<file path="src/rtl/bag_pkg.sv">
package bag_pkg;
  typedef enum logic [1:0] {
    KIND_FIXED = 2'b00,
    KIND_LINEAR = 2'b01,
    KIND_FOLD = 2'b10,
    KIND_RSVD = 2'b11
  } burst_kind_e;
endpackage

</file>
<file path="src/rtl/bag_cmd_decode.sv">
module bag_cmd_decode
  import bag_pkg::*;
#(
  parameter int ADDR_W = 32,
  parameter int SIZE_W = 3,
  parameter int LEN_W = 8
) (
  input  logic [1:0]        kind_in,
  input  logic [SIZE_W-1:0] size_in,
  input  logic [LEN_W-1:0]  len_in,
  output burst_kind_e       kind_eff,
  output logic [ADDR_W-1:0] fold_mask
);
  logic legal_fold_len;

  always_comb begin
    legal_fold_len = (len_in == LEN_W'(1)) || (len_in == LEN_W'(3)) ||
                     (len_in == LEN_W'(7)) || (len_in == LEN_W'(15));
    unique case (kind_in)
      2'b00:   kind_eff = KIND_FIXED;
      2'b10:   kind_eff = legal_fold_len ? KIND_FOLD : KIND_LINEAR;
      default: kind_eff = KIND_LINEAR;
    endcase
    fold_mask = ((ADDR_W'(len_in) + ADDR_W'(1)) << size_in) - ADDR_W'(1);
  end
endmodule

</file>
<file path="src/rtl/bag_next_addr.sv">
module bag_next_addr
  import bag_pkg::*;
#(
  parameter int ADDR_W = 32,
  parameter int SIZE_W = 3
) (
  input  logic [ADDR_W-1:0] cur_addr,
  input  logic [SIZE_W-1:0] size_code,
  input  burst_kind_e       kind,
  input  logic [ADDR_W-1:0] fold_mask,
  output logic [ADDR_W-1:0] nxt_addr
);
  logic [ADDR_W-1:0] step_bytes;
  logic [ADDR_W-1:0] aligned;
  logic [ADDR_W-1:0] stepped;

  always_comb begin
    step_bytes = ADDR_W'(1) << size_code;
    aligned    = cur_addr & ~(step_bytes - ADDR_W'(1));
    stepped    = aligned + step_bytes;
    unique case (kind)
      KIND_FIXED: nxt_addr = cur_addr;
      KIND_FOLD:  nxt_addr = (cur_addr & ~fold_mask) | (stepped & fold_mask);
      default:    nxt_addr = stepped;
    endcase
  end
endmodule

</file>
<file path="src/rtl/bag_beat_count.sv">
module bag_beat_count #(
  parameter int LEN_W = 8
) (
  input  logic             clk,
  input  logic             rst_n,
  input  logic             load,
  input  logic [LEN_W-1:0] load_len,
  input  logic             step,
  output logic             final_beat
);
  logic [LEN_W-1:0] left_q, left_d;

  always_comb begin
    left_d = left_q;
    if (load)      left_d = load_len;
    else if (step) left_d = left_q - LEN_W'(1);
  end

  always_ff @(posedge clk or negedge rst_n) begin
    if (!rst_n)             left_q <= '0;
    else if (load || step)  left_q <= left_d;
  end

  assign final_beat = (left_q == '0);
endmodule

</file>
<file path="src/rtl/burst_addr_gen.sv">
module burst_addr_gen
  import bag_pkg::*;
#(
  parameter int ADDR_W = 32,
  parameter int SIZE_W = 3,
  parameter int LEN_W = 8
) (
  input  logic              clk,
  input  logic              rst_n,
  input  logic              cmd_valid,
  output logic              cmd_ready,
  input  logic [ADDR_W-1:0] cmd_addr,
  input  logic [SIZE_W-1:0] cmd_size,
  input  logic [LEN_W-1:0]  cmd_len,
  input  logic [1:0]        cmd_kind,
  output logic              beat_valid,
  input  logic              beat_ready,
  output logic [ADDR_W-1:0] beat_addr,
  output logic              beat_last
);
  logic              busy_q, busy_d;
  logic [ADDR_W-1:0] addr_q, addr_d;
  logic [SIZE_W-1:0] size_q;
  burst_kind_e       kind_q;
  logic [ADDR_W-1:0] mask_q;
  burst_kind_e       dec_kind;
  logic [ADDR_W-1:0] dec_mask;
  logic [ADDR_W-1:0] adv_addr;
  logic              take_cmd, take_beat, advance, at_final;

  bag_cmd_decode #(.ADDR_W(ADDR_W), .SIZE_W(SIZE_W), .LEN_W(LEN_W)) u_dec (
    .kind_in(cmd_kind), .size_in(cmd_size), .len_in(cmd_len),
    .kind_eff(dec_kind), .fold_mask(dec_mask)
  );

  bag_next_addr #(.ADDR_W(ADDR_W), .SIZE_W(SIZE_W)) u_nxt (
    .cur_addr(addr_q), .size_code(size_q), .kind(kind_q),
    .fold_mask(mask_q), .nxt_addr(adv_addr)
  );

  bag_beat_count #(.LEN_W(LEN_W)) u_cnt (
    .clk(clk), .rst_n(rst_n), .load(take_cmd), .load_len(cmd_len),
    .step(advance), .final_beat(at_final)
  );

  always_comb begin
    take_cmd  = cmd_valid && !busy_q;
    take_beat = busy_q && beat_ready;
    advance   = take_beat && !at_final;
    busy_d    = busy_q;
    addr_d    = addr_q;
    if (take_cmd) begin
      busy_d = 1'b1;
      addr_d = cmd_addr;
    end else if (take_beat) begin
      if (at_final) busy_d = 1'b0;
      else          addr_d = adv_addr;
    end
  end

  always_ff @(posedge clk or negedge rst_n) begin
    if (!rst_n) begin
      busy_q <= 1'b0;
      addr_q <= '0;
      size_q <= '0;
      kind_q <= KIND_FIXED;
      mask_q <= '0;
    end else begin
      busy_q <= busy_d;
      if (take_cmd || advance) addr_q <= addr_d;
      if (take_cmd) begin
        size_q <= cmd_size;
        kind_q <= dec_kind;
        mask_q <= dec_mask;
      end
    end
  end

  assign cmd_ready  = !busy_q;
  assign beat_valid = busy_q;
  assign beat_addr  = addr_q;
  assign beat_last  = busy_q && at_final;
endmodule

</file>
<file path="config.mk">
export PLATFORM = sky130hd
export DESIGN_NAME = burst_addr_gen
export DESIGN_NICKNAME = d
export VERILOG_FILES = /design/src/rtl/bag_pkg.sv /design/src/rtl/bag_cmd_decode.sv /design/src/rtl/bag_next_addr.sv /design/src/rtl/bag_beat_count.sv /design/src/rtl/burst_addr_gen.sv
export SDC_FILE = /design/constraint.sdc
export NUM_CORES = 1
export LEC_CHECK = 0
export ABC_AREA = 1
export BUFFER_PORTS_ARGS = -buffer_cell sky130_fd_sc_hd__buf_4
export CAP_MARGIN = 20
export CORE_ASPECT_RATIO = 1.1
export CORE_UTILIZATION = 55
export CTS_BUF_LIST = sky130_fd_sc_hd__clkbuf_8
export CTS_CLUSTER_SIZE = 8
export DETAILED_ROUTE_END_ITERATION = 10
export PLACE_DENSITY = 0.76
export SLEW_MARGIN = 10
export SYNTH_ARGS = -nofsm -noshare
export SYNTH_HDL_FRONTEND = slang
export SYNTH_HIERARCHICAL = 1
export SYNTH_SLANG_ARGS = --single-unit
</file>
<file path="constraint.sdc">
create_clock -name clk -period 3.8 [get_ports clk]
set_clock_uncertainty 0.05 [all_clocks]
set_input_delay 0 -clock clk [delete_from_list [all_inputs] [get_ports clk]]
set_output_delay 0 -clock clk [all_outputs]
set_load 0.01 [all_outputs]
</file>
==> insert_results.sql, run 1 <==
INSERT INTO impl_metrics (metric_group, metric, value, unit) VALUES
('outcome', 'status', 'finished, violations left', ''),
('outcome', 'violations', 'negative hold slack', ''),
('timing', 'worst_slew_margin_rel', '43.16', '%'),
('timing', 'hold_slack', '-0.01288', 'ns'),
('setup_path', 'critPathLaunch', 'size_q[1]', ''),
('cells_and_area', 'area_delta_synth_final', '18.25', '%'),
('setup_path', 'crit_chain', 'nand2_1 > nor2_1 > inv_1 > ha_1 > nand2_1 > inv_1 > ha_1 > inv_1 > o21ai_0 > inv_1 > nor2_1 > nand2_1 > nand2_2 > nand2_1 > nand2_1 > nand3_1 > nand2_1 > nand3_1 > nand2_1 > nand2_1 > nand2_1 > nand2_1', ''),
('clocking', 'insertion_delay', '0.39', 'ns'),
('placed_design', 'place_congestion', '0.9206', ''),
('global_route', 'grt_pass1_wl', '36640', 'µm'),
('yosys', 'seq_area_frac_synth', '26.24', '%'),
('timing', 'post-route-period-util', '85.48', '%'),
('setup_path', 'cp_num_buf_inv', '4', ''),
('setup_path', 'crit_required', '4.04', 'ns'),
('setup_path', 'critical_path_peak_fanout', '10', ''),
('hold_path', 'min_path_type', 'in2async', ''),
('placed_design', 'hpwlAfterDp', '15860', 'µm'),
('yosys', 'synth.most_common_cell', 'nand2_1', ''),
('setup_path', 'critPathCaptureType', 'flop', ''),
('clocking', 'postCtsResizedCells', '0', ''),
('die', 'coreArea', '13210', 'µm²'),
('setup_path', 'timing.critical_path.slowest_cell_delay', '0.55', 'ns'),
('yosys', 'asyncSetResetFlopFracSynth', '100.0', '%'),
('clocking', 'clk_pin_slew_worst_paths', '0.10', 'ns'),
('clocking', 'tritoncts', 'built', ''),
('yosys', 'syn_area_per_cell', '6.088', 'µm²'),
('routing', 'vias', '8166', ''),
('die', 'dieHeight', '124.0', 'µm'),
('clocking', 'buffer_type_at_the_clock_tree_root', 'clkbuf_8', ''),
('global_route', 'grt_overflow', '0', ''),
('routing', 'drc_errors', '0', ''),
('die', 'start_util', '56.31', '%'),
('timing', 'timing_hold_violations_final', '20', ''),
('yosys', 'post_synth_instance_area', '7440', 'µm²'),
('routing', 'routed_wire_length_per_instance', '15.33', 'µm'),
('routing', 'drtAntennaViolNets', '0', ''),
('timing', 'slew_viol_final', '0', ''),
('yosys', 'netlist.top_cell.by_area', 'dfrtp_1', ''),
('setup_path', 'critPathArrivalTime', '3.49', 'ns'),
('timing', 'final.min_clock_period', '3.248', 'ns'),
('yosys', 'synth_top_flop_cell', 'dfrtp_1', ''),
('yosys', 'number_of_distinct_standard_cells_referenced_by_the_synthesized_netlist', '49', ''),
('setup_path', 'crit_type', 'reg2reg', ''),
('pwr', 'power', '4.923', 'mW'),
('clocking', 'cts_buffers', '9', ''),
('setup_path', 'crit-reg2reg-launch', 'size_q[1]', ''),
('routing', 'routed_via_density', '5.470', ''),
('die', 'die_area', '14000', 'µm²'),
('die', 'rows', '44', ''),
('yosys', 'synth-edff-count', '0', ''),
('placed_design', 'placement.io_buffers', '83', ''),
('routing', 'dr.pass1.iters', '5', ''),
('clocking', 'clock_sinks', '78', ''),
('yosys', 'synth_top_area_share', '26.24', '%'),
('timing', 'achievable-frequency', '0.3079', 'GHz'),
('setup_path', 'cpMostUsedCell', 'nand2_1', ''),
('timing', 'unrepaired_setup_endpoints_after_global_routing', 'false', ''),
('routing', 'finalWirelength', '22890', 'µm'),
('pwr', 'powerDensity', '559.6', 'nW/µm²'),
('setup_path', 'worst_path_max_delay_cell', 'dfrtp_1', ''),
('flow_run', 'cap_viol_max_count', '0', ''),
('yosys', 'yosysWarningCount', '6', ''),
('global_route', 'first_global_vias', '7327', ''),
('setup_path', 'cell_family_with_the_largest_share_of_critical_path_delay', 'simple AND/OR/NAND/NOR gates', ''),
('routing', 'drt-initial-drc-count', '769', ''),
('clocking', 'cts_htree_levels', '3', ''),
('yosys', 'synth_fp_nets', '1283', ''),
('yosys', 'postSynthCellCount', '1222', ''),
('yosys', 'synth_seq_cells', '78', ''),
('setup_path', 'setup.worst_path.start_class', 'flop', ''),
('global_route', 'grt_start_max_net_pins', '79', '');
[cell families after synthesis]
logic type                 synth area share (%)
DFF                                       26.24
and+or+nand+nor                           52.96
muxes                                    0.2859
adders and majority gates                 2.018
xor gates and xnor gates                  2.691
AOI/OAI and AO/OA                         6.122
buffers and inverters                     9.687
[final timing paths]
path,end,slack [ns],cells past startpoint
hold / removal,beat_addr[3],-0.01,2
max in group asynchronous,u_cnt/left_q[5],3.10,3
hold reg to reg,mask_q[14],0.44,2
setup reg to reg,beat_addr[18],0.55,22
min in group clk,beat_addr[21],0.10,5
setup / recovery,beat_addr[18],0.55,22
[sequential cells by signal (all words and copies together) (netlist names)]
name          flops
u_cnt/left_q      8
beat_valid        1
beat_addr        32
size_q            3
mask_q           32
kind_q            2
[routing by layer]
metal  vias up  GRT usage (%)  wire length (µm)
met5         -              0                 0
met4         0          10.20               409
met3        33          6.375              1696
met2       272          56.60             10730
met1      3766          44.14             10050
li1       4095              -                 -
[cell usage in the layout (no fill, tap or decap), drive strengths merged]
| cell | count |
|---|---|
| nand2 | 517 |
| nand3 | 186 |
| nor2 | 123 |
| inv | 120 |
| buf | 93 |
| dfrtp | 78 |
| dlygate4sd3 | 48 |
| o21ai | 32 |
| a21oi | 19 |
| nor3 | 19 |
| xor2 | 15 |
| ha | 12 |
| nand4 | 10 |
| o211ai | 9 |
| clkbuf | 9 |
| xnor2 | 7 |
| nand3b | 6 |
| o21bai | 4 |
| a22oi | 4 |
| nor4 | 3 |
| or2 | 3 |
| bufinv | 2 |
| o221ai | 2 |
| a21o | 2 |
| nor3b | 2 |
| clkinv | 1 |
| o22ai | 1 |
| a31oi | 1 |
| and3 | 1 |
| o21a | 1 |
| mux2i | 1 |
| mux2 | 1 |
[repair_timing]
action                    CTS  global route
hold buffers               48             0
hold endpoints to repair  124             0
setup buffers               0             0
[layout make-up]
cell class                 instances  area [µm²]
fill                            1231        4415
timing repair buffer             141        1199
inverter                         116       437.9
sequential                        78        1952
clock buffer                       9       123.9
multi-input combinational        981        4772
tap                              161       201.4
clock inverter                     7       111.4
[power breakdown]
| group | switching (mW) | internal [mW] |
|---|---|---|
| clock | 0.403 | 0.388 |
| combinational | 1.54 | 0.981 |
| sequential | 0.497 | 1.11 |
| total | 2.44 | 2.48 |
[worst register-to-register path: cells and delay by family, from the launching register on]
family | cells | cell delay [ns]
flops | 1 | 0.55
simple gates | 15 | 1.39
compound gates | 1 | 0.27
fa+ha+maj | 2 | 0.57
buf+inv | 4 | 0.31
[metrics by stage]
step	hold WS, ns	cell area, µm²	std cells	setup slack, ns	util, %
after CTS	0.09651	8770	1492	0.6068	66.37
after floorplan	-0.3456	7440	1222	1.035	-
final	-0.01288	8797	1493	0.5519	66.58
after detailed placement	0.1903	8054	1428	0.6376	60.96
after global placement	0.1841	8054	1428	0.7300	60.96
after global routing	0.01972	8797	1493	0.2504	66.58
Power figures use the tool's default switching activity.
==> run 2: changes to the inputs <==
Settings changed: ABC_AREA 1 to default, CELL_PAD_IN_SITES_DETAIL_PLACEMENT from default to 1, CELL_PAD_IN_SITES_GLOBAL_PLACEMENT from default to 2, CORE_UTILIZATION 55 to 38, PLACE_DENSITY 0.76 to default, PLACE_DENSITY_LB_ADDON from default to 0.1.
==> insert_results.sql, run 2 <==
INSERT INTO impl_metrics (metric_group, metric, value, unit) VALUES
('setup_path', 'r2r.worst_path.cells', '14', ''),
('yosys', 'synth-edff-count', '0', ''),
('cells_and_area', 'mostFrequentLayoutCell', 'buf_4', ''),
('routing', 'dr.pass1.iters', '4', ''),
('pwr', 'powerDensity', '602.6', 'nW/µm²'),
('cells_and_area', 'postLayoutCoreUtil', '45.54', '%'),
('die', 'rows', '52', ''),
('setup_path', 'critPathCaptureType', 'flop', ''),
('timing', 'unrepaired_setup_endpoints_after_global_routing', 'false', ''),
('global_route', 'grt_overflow', '0', ''),
('yosys', 'yosys-top-cells-area', 'dfrtp_1, nor4bb_1, mux2_4, a311oi_1, a21oi_1', ''),
('die', 'coreArea', '18350', 'µm²'),
('routing', 'finalWirelength', '22620', 'µm'),
('setup_path', 'critPathLaunch', 'size_q[2]', ''),
('timing', 'achievable-frequency', '0.2810', 'GHz'),
('yosys', 'synthTopCellsByCount', 'dfrtp_1, nand2_1, a21oi_1, inv_1, clkbuf_1', ''),
('global_route', 'grt_pass1_wl', '36900', 'µm'),
('yosys', 'seq_area_frac_synth', '27.53', '%'),
('timing', 'slew_viol_final', '0', ''),
('global_route', 'first_global_vias', '6829', ''),
('clocking', 'clk_pin_slew_worst_paths', '0.10', 'ns'),
('yosys', 'asyncSetResetFlopFracSynth', '100.0', '%'),
('setup_path', 'critical_path_peak_fanout', '15', ''),
('global_route', 'grt_start_max_net_pins', '56', ''),
('clocking', 'buffer_type_at_the_clock_tree_root', 'clkbuf_8', ''),
('yosys', 'syn_area_per_cell', '8.743', 'µm²'),
('clocking', 'cts_htree_levels', '3', ''),
('global_route', 'track_usage', '23.94', '%'),
('yosys', 'synth_top_area_share', '27.53', '%'),
('routing', 'drtAntennaViolNets', '0', ''),
('timing', 'final.min_clock_period', '3.559', 'ns'),
('setup_path', 'crit-reg2reg-launch', 'size_q[2]', ''),
('die', 'ioPinCount', '84', ''),
('routing', 'routed_wire_length_per_instance', '19.86', 'µm'),
('yosys', 'number_of_distinct_standard_cells_referenced_by_the_synthesized_netlist', '95', ''),
('hold_path', 'hold_path_depth', '3', ''),
('hold_path', 'min_to', 'beat_addr[26]', ''),
('cells_and_area', 'antenna-diode-count', '0', ''),
('cells_and_area', 'nets', '952', ''),
('setup_path', 'critPathArrivalTime', '3.75', 'ns'),
('die', 'die_area', '19210', 'µm²'),
('timing', 'hold_slack', '0.008793', 'ns'),
('setup_path', 'ff2ff_setup_slack', '0.24', 'ns'),
('timing', 'final-setup-viol-count', '0', ''),
('yosys', 'synth_seq_cells', '78', ''),
('yosys', 'post_synth_instance_area', '7091', 'µm²'),
('setup_path', 'crit_required', '3.99', 'ns'),
('timing', 'timing_hold_violations_final', '0', ''),
('placed_design', 'place_congestion', '0.8351', ''),
('cells_and_area', 'layout.cells.most_common_list', 'buf_4, dfrtp_1, nand2_1', ''),
('clocking', 'bufs_on_longest_clock_path', '2', ''),
('yosys', 'postSynthCellCount', '811', ''),
('routing', 'drc_errors', '0', ''),
('routing', 'vias', '6598', ''),
('yosys', 'synth.most_common_cell', 'dfrtp_1', ''),
('timing', 'post-route-period-util', '93.65', '%'),
('outcome', 'status', 'completed', ''),
('setup_path', 'crit_type', 'reg2reg', ''),
('flow_run', 'cap_viol_max_count', '0', ''),
('timing', 'tightestPinTransition', '0.6397', 'ns'),
('routing', 'routed_via_density', '5.793', ''),
('pwr', 'vdd_drop_max', '278.3', 'µV'),
('routing', 'drt-initial-drc-count', '262', ''),
('hold_path', 'worst_hold_path_startpoint', 'cmd_addr[26]', ''),
('clocking', 'tritoncts', 'built', ''),
('die', 'start_util', '38.65', '%'),
('setup_path', 'critical_path.reg2reg.endpoint', 'beat_addr[26]', ''),
('clocking', 'clock_sinks', '78', ''),
('die', 'dieHeight', '145.3', 'µm'),
('yosys', 'yosysWarningCount', '6', ''),
('placed_design', 'hpwlAfterDp', '16010', 'µm'),
('pwr', 'leakage', '3.647', 'nW'),
('cells_and_area', 'share_of_cells_above_drive_strength_1', '22.43', '%'),
('yosys', 'synth_fp_nets', '872', ''),
('yosys', 'netlist.top_cell.by_area', 'dfrtp_1', ''),
('timing', 'worst_slew_margin_rel', '57.35', '%'),
('clocking', 'insertion_delay', '0.38', 'ns'),
('die', 'fp.dieW', '132.2', 'µm'),
('pwr', 'power', '5.035', 'mW'),
('hold_path', 'min_path_type', 'in2reg', ''),
('cells_and_area', 'area_delta_synth_final', '17.84', '%'),
('clocking', 'cts_buffers', '9', ''),
('yosys', 'synth_top_flop_cell', 'dfrtp_1', ''),
('timing', 'final_layout_setup_total_negative_slack', '0', 'ns'),
('setup_path', 'setup.worst_path.start_class', 'flop', ''),
('placed_design', 'placement.io_buffers', '83', ''),
('global_route', 'grt_antenna_before_repair', '0', '');
-- run 2: worst max path at each step --
stage	depth (start not counted)	slack [ns]	to
6_report	14	0.24	beat_addr[26]
5_1_grt	14	0.05	beat_addr[26]
4_1_cts	14	0.16	beat_addr[26]
3_5_place_dp	14	0.22	beat_addr[26]
3_3_place_gp	12	0.36	beat_addr[10]
2_1_floorplan	16	0.31	beat_addr[18]
-- run 2: critical path: stages (launching register included) --
cell and delay, ns:
dfrtp_1 0.39, buf_4 0.19, nor2_2 0.18, nand2_1 0.08, ha_1 0.32, nand2b_4 0.21, nor3_2 0.21, o32ai_2 0.15
o31ai_4 0.29, a31o_4 0.25, nand4_1 0.16, and3_1 0.21, or3_1 0.37, nor4bb_1 0.29, a311oi_1 0.08
-- run 2: final cells by class --
class / count / area, µm²
Inverter: 52 / 195.2
Clock buffer: 9 / 123.9
Multi-Input combinational cell: 608 / 4557
Sequential cell: 78 / 1953
Timing Repair Buffer: 142 / 1161
Tap cell: 243 / 304.0
Clock inverter: 7 / 61.31
Fill cell: 2168 / 9992
-- run 2: metrics by stage --
stage,area [µm²],setup WS (ns),std cells
final,8356,0.2412,1139
after global routing,8356,0.04507,1139
after CTS,8313,0.1645,1134
after detailed placement,7757,0.2157,1081
after global placement,7757,0.3630,1081
after floorplan,7091,0.3107,811
-- run 2: where the power goes --
part,internal (mW),switching (mW),total (mW)
combinational,1.33,1.55,2.88
sequential,1.13,0.403,1.53
clock,0.251,0.376,0.627
total,2.70,2.33,5.04
-- run 2: cell families (layout without fill, tap and decap cells) --
kind of cell / after synthesis / after routing / share of synthesized area (%)
buf+inv: 125 / 210 / 8.329
flops: 78 / 78 / 27.53
simple gates: 298 / 298 / 26.65
xor+xnor: 36 / 36 / 4.659
mux: 52 / 52 / 9.158
compound gates: 210 / 210 / 21.56
fa+ha+maj: 12 / 12 / 2.117
-- run 2: timing repair --
item,in CTS,in global routing
setup endpoints to repair,0,2
hold buffers,37,1
endpoints found under the hold margin,80,1
resized for setup,0,2
buffers inserted,0,4
-- run 2: layer usage --
metal | GRT usage (%) | share of wire, %
met1 | 31.04 | 46
met2 | 42.09 | 50
met3 | 2.690 | 2.6
met4 | 6.092 | 1.4
met5 | 0 | 0
==> run 3: changes to the inputs <==
Settings changed: CORE_UTILIZATION 38 to 41.
Clock period 3.8 ns to 4.25 ns, I/O delays scaled along.
==> insert_results.sql, run 3 (same netlist as run 2, synthesis figures left out) <==
INSERT INTO impl_metrics (metric_group, metric, value, unit) VALUES
('setup_path', 'timing.critical_path.slowest_cell_delay', '0.60', 'ns'),
('setup_path', 'ff2ff_setup_slack', '0.42', 'ns'),
('placed_design', 'postPlaceCellArea', '7679', 'µm²'),
('placed_design', 'hpwlAfterDp', '15770', 'µm'),
('die', 'ioPinCount', '84', ''),
('clocking', 'cts_htree_levels', '3', ''),
('cells_and_area', 'fill_cells', '1965', ''),
('clocking', 'insertion_delay', '0.40', 'ns'),
('clocking', 'cts_buffers', '9', ''),
('pwr', 'power.share.combinational', '54.3', '%'),
('pwr', 'powerDensity', '538.0', 'nW/µm²'),
('clocking', 'bufs_on_longest_clock_path', '2', ''),
('cells_and_area', 'nets', '943', ''),
('timing', 'final_layout_setup_total_negative_slack', '0', 'ns'),
('setup_path', 'critical_path_peak_fanout', '19', ''),
('clocking', 'tritoncts', 'built', ''),
('global_route', 'track_usage', '26.31', '%'),
('pwr', 'vdd_drop_max', '232.4', 'µV'),
('timing', 'hold_slack', '0.005104', 'ns'),
('outcome', 'status', 'completed', ''),
('cells_and_area', 'mostFrequentLayoutCell', 'buf_4', ''),
('setup_path', 'crit_chain', 'or3_1 > ha_1 > nand2b_4 > nor3b_2 > o32ai_2 > o31ai_4 > a31o_4 > nand4_1 > and3_1 > or3_1 > nor4bb_1 > a311oi_1', ''),
('routing', 'dr.pass1.iters', '4', ''),
('pwr', 'share_seq_of_total_power', '33.0', '%'),
('pwr', 'total_switching_power', '2.093', 'mW'),
('timing', 'timing_hold_violations_final', '0', ''),
('global_route', 'grt_start_max_net_pins', '71', ''),
('setup_path', 'crit_required', '4.46', 'ns'),
('routing', 'finalWirelength', '22680', 'µm'),
('cells_and_area', 'postLayoutCellArea', '8287', 'µm²'),
('die', 'start_util', '41.82', '%'),
('cells_and_area', 'antenna-diode-count', '0', ''),
('global_route', 'grt_overflow', '0', ''),
('routing', 'drc_errors', '0', ''),
('cells_and_area', 'layout.cells.most_common_list', 'buf_4, dfrtp_1, nand2_1', ''),
('setup_path', 'cpMostUsedCell', 'or3_1', ''),
('pwr', 'power.clock.fraction', '12.7', '%'),
('die', 'die_area', '17820', 'µm²'),
('global_route', 'grt_pass1_wl', '37400', 'µm'),
('timing', 'worst_slew_margin_rel', '27.10', '%'),
('pwr', 'internal-power', '2.365', 'mW'),
('clocking', 'buffer_type_at_the_clock_tree_root', 'clkbuf_8', ''),
('setup_path', 'worst_path_max_delay_cell', 'dfrtp_1', ''),
('flow_run', 'cap_viol_max_count', '0', ''),
('routing', 'drt-initial-drc-count', '386', ''),
('timing', 'slew_viol_final', '0', ''),
('die', 'coreArea', '16950', 'µm²'),
('timing', 'final-setup-viol-count', '0', ''),
('setup_path', 'cp_num_buf_inv', '0', ''),
('die', 'rows', '50', ''),
('placed_design', 'place_congestion', '0.8020', ''),
('timing', 'post-route-period-util', '90.19', '%'),
('global_route', 'grt_antenna_before_repair', '0', ''),
('setup_path', 'critPathCaptureType', 'flop', ''),
('clocking', 'clock_sinks', '78', ''),
('cells_and_area', 'share_of_cells_above_drive_strength_1', '21.08', '%'),
('timing', 'tightestPinTransition', '1.094', 'ns'),
('routing', 'vias', '6650', ''),
('pwr', 'power', '4.458', 'mW'),
('setup_path', 'critPathArrivalTime', '4.04', 'ns'),
('hold_path', 'min_path_type', 'in2reg', ''),
('setup_path', 'cell_family_with_the_largest_share_of_critical_path_delay', 'simple AND/OR/NAND/NOR gates', ''),
('die', 'fp.dieW', '127.4', 'µm'),
('pwr', 'leakage', '3.597', 'nW'),
('die', 'dieHeight', '139.9', 'µm'),
('timing', 'unrepaired_setup_endpoints_after_global_routing', 'false', ''),
('setup_path', 'crit_type', 'reg2reg', ''),
('setup_path', 'setup.worst_path.start_class', 'flop', ''),
('global_route', 'first_global_vias', '7059', ''),
('routing', 'routed_wire_length_per_instance', '20.23', 'µm'),
('clocking', 'clk_pin_slew_worst_paths', '0.10', 'ns'),
('routing', 'drtAntennaViolNets', '0', ''),
('placed_design', 'placement.io_buffers', '83', ''),
('routing', 'routed_via_density', '5.932', ''),
('pwr', 'switching_share', '46.96', '%'),
('cells_and_area', 'area_delta_synth_final', '16.87', '%'),
('timing', 'final.min_clock_period', '3.833', 'ns'),
('timing', 'achievable-frequency', '0.2609', 'GHz');
[run 3: area by class of cell]
class | count | area (µm²) | share of cell area, %
Tap cell | 234 | 292.8 | 3.533
Timing Repair Buffer | 133 | 1104 | 13.32
Clock inverter | 7 | 63.81 | 0.7700
Multi-Input combinational cell | 608 | 4554 | 54.96
Clock buffer | 9 | 123.9 | 1.495
Sequential cell | 78 | 1953 | 23.57
Inverter | 52 | 195.2 | 2.355
[run 3: power groups by stage]
stage / Combinational, mW / Sequential [mW] / Clock [mW]
after global placement: 2.31 / 1.46 / 0
after detailed placement: 2.37 / 1.48 / 0
after global routing: 2.69 / 1.53 / 0.600
final: 2.42 / 1.47 / 0.566
after floorplan: 1.74 / 1.33 / 0
after CTS: 2.41 / 1.47 / 0.586
[run 3: timing repair]
action / in CTS / in global routing
endpoints found under the hold margin: 80 / 0
resized for setup: 0 / 0
hold buffers: 42 / 0
buffers inserted: 0 / 0
[run 3: final timing paths]
check                       startpoint             to  cells past startpoint
hold reg to reg              mask_q[2]      mask_q[2]                      1
setup reg to reg             size_q[0]  beat_addr[26]                     12
max in group asynchronous        rst_n     beat_valid                      3
hold / removal             cmd_addr[1]   beat_addr[1]                      3
min in group asynchronous        rst_n   beat_addr[0]                      2
setup / recovery             size_q[0]  beat_addr[26]                     12
[run 3: stage by stage]
| step | setup slack (ns) | util (%) | std cells |
|---|---|---|---|
| after floorplan | 0.7607 | - | 811 |
| after global routing | 0.1574 | 48.88 | 1121 |
| after detailed placement | 0.4436 | 45.29 | 1063 |
| after CTS | 0.4221 | 48.88 | 1121 |
| final | 0.4169 | 48.88 | 1121 |
| after global placement | 0.5303 | 45.29 | 1063 |
[run 3: routing by layer]
layer | vias up | global-route usage, % | share of wire [%] | wire length, µm
met5 | - | 0 | 0 | 0
met4 | 0 | 8.647 | 2.0 | 458
met3 | 33 | 2.788 | 2.5 | 571
met2 | 108 | 45.96 | 51 | 11490
met1 | 3343 | 33.73 | 45 | 10150
li1 | 3166 | - | - | -
[run 3: worst reg2reg max path, stage by stage (launching register included)]
cell,delay [ns]
dfrtp_1,0.60
or3_1,0.46
ha_1,0.33
nand2b_4,0.20
nor3b_2,0.21
o32ai_2,0.14
o31ai_4,0.29
a31o_4,0.31
nand4_1,0.17
and3_1,0.25
or3_1,0.36
nor4bb_1,0.27
a311oi_1,0.07
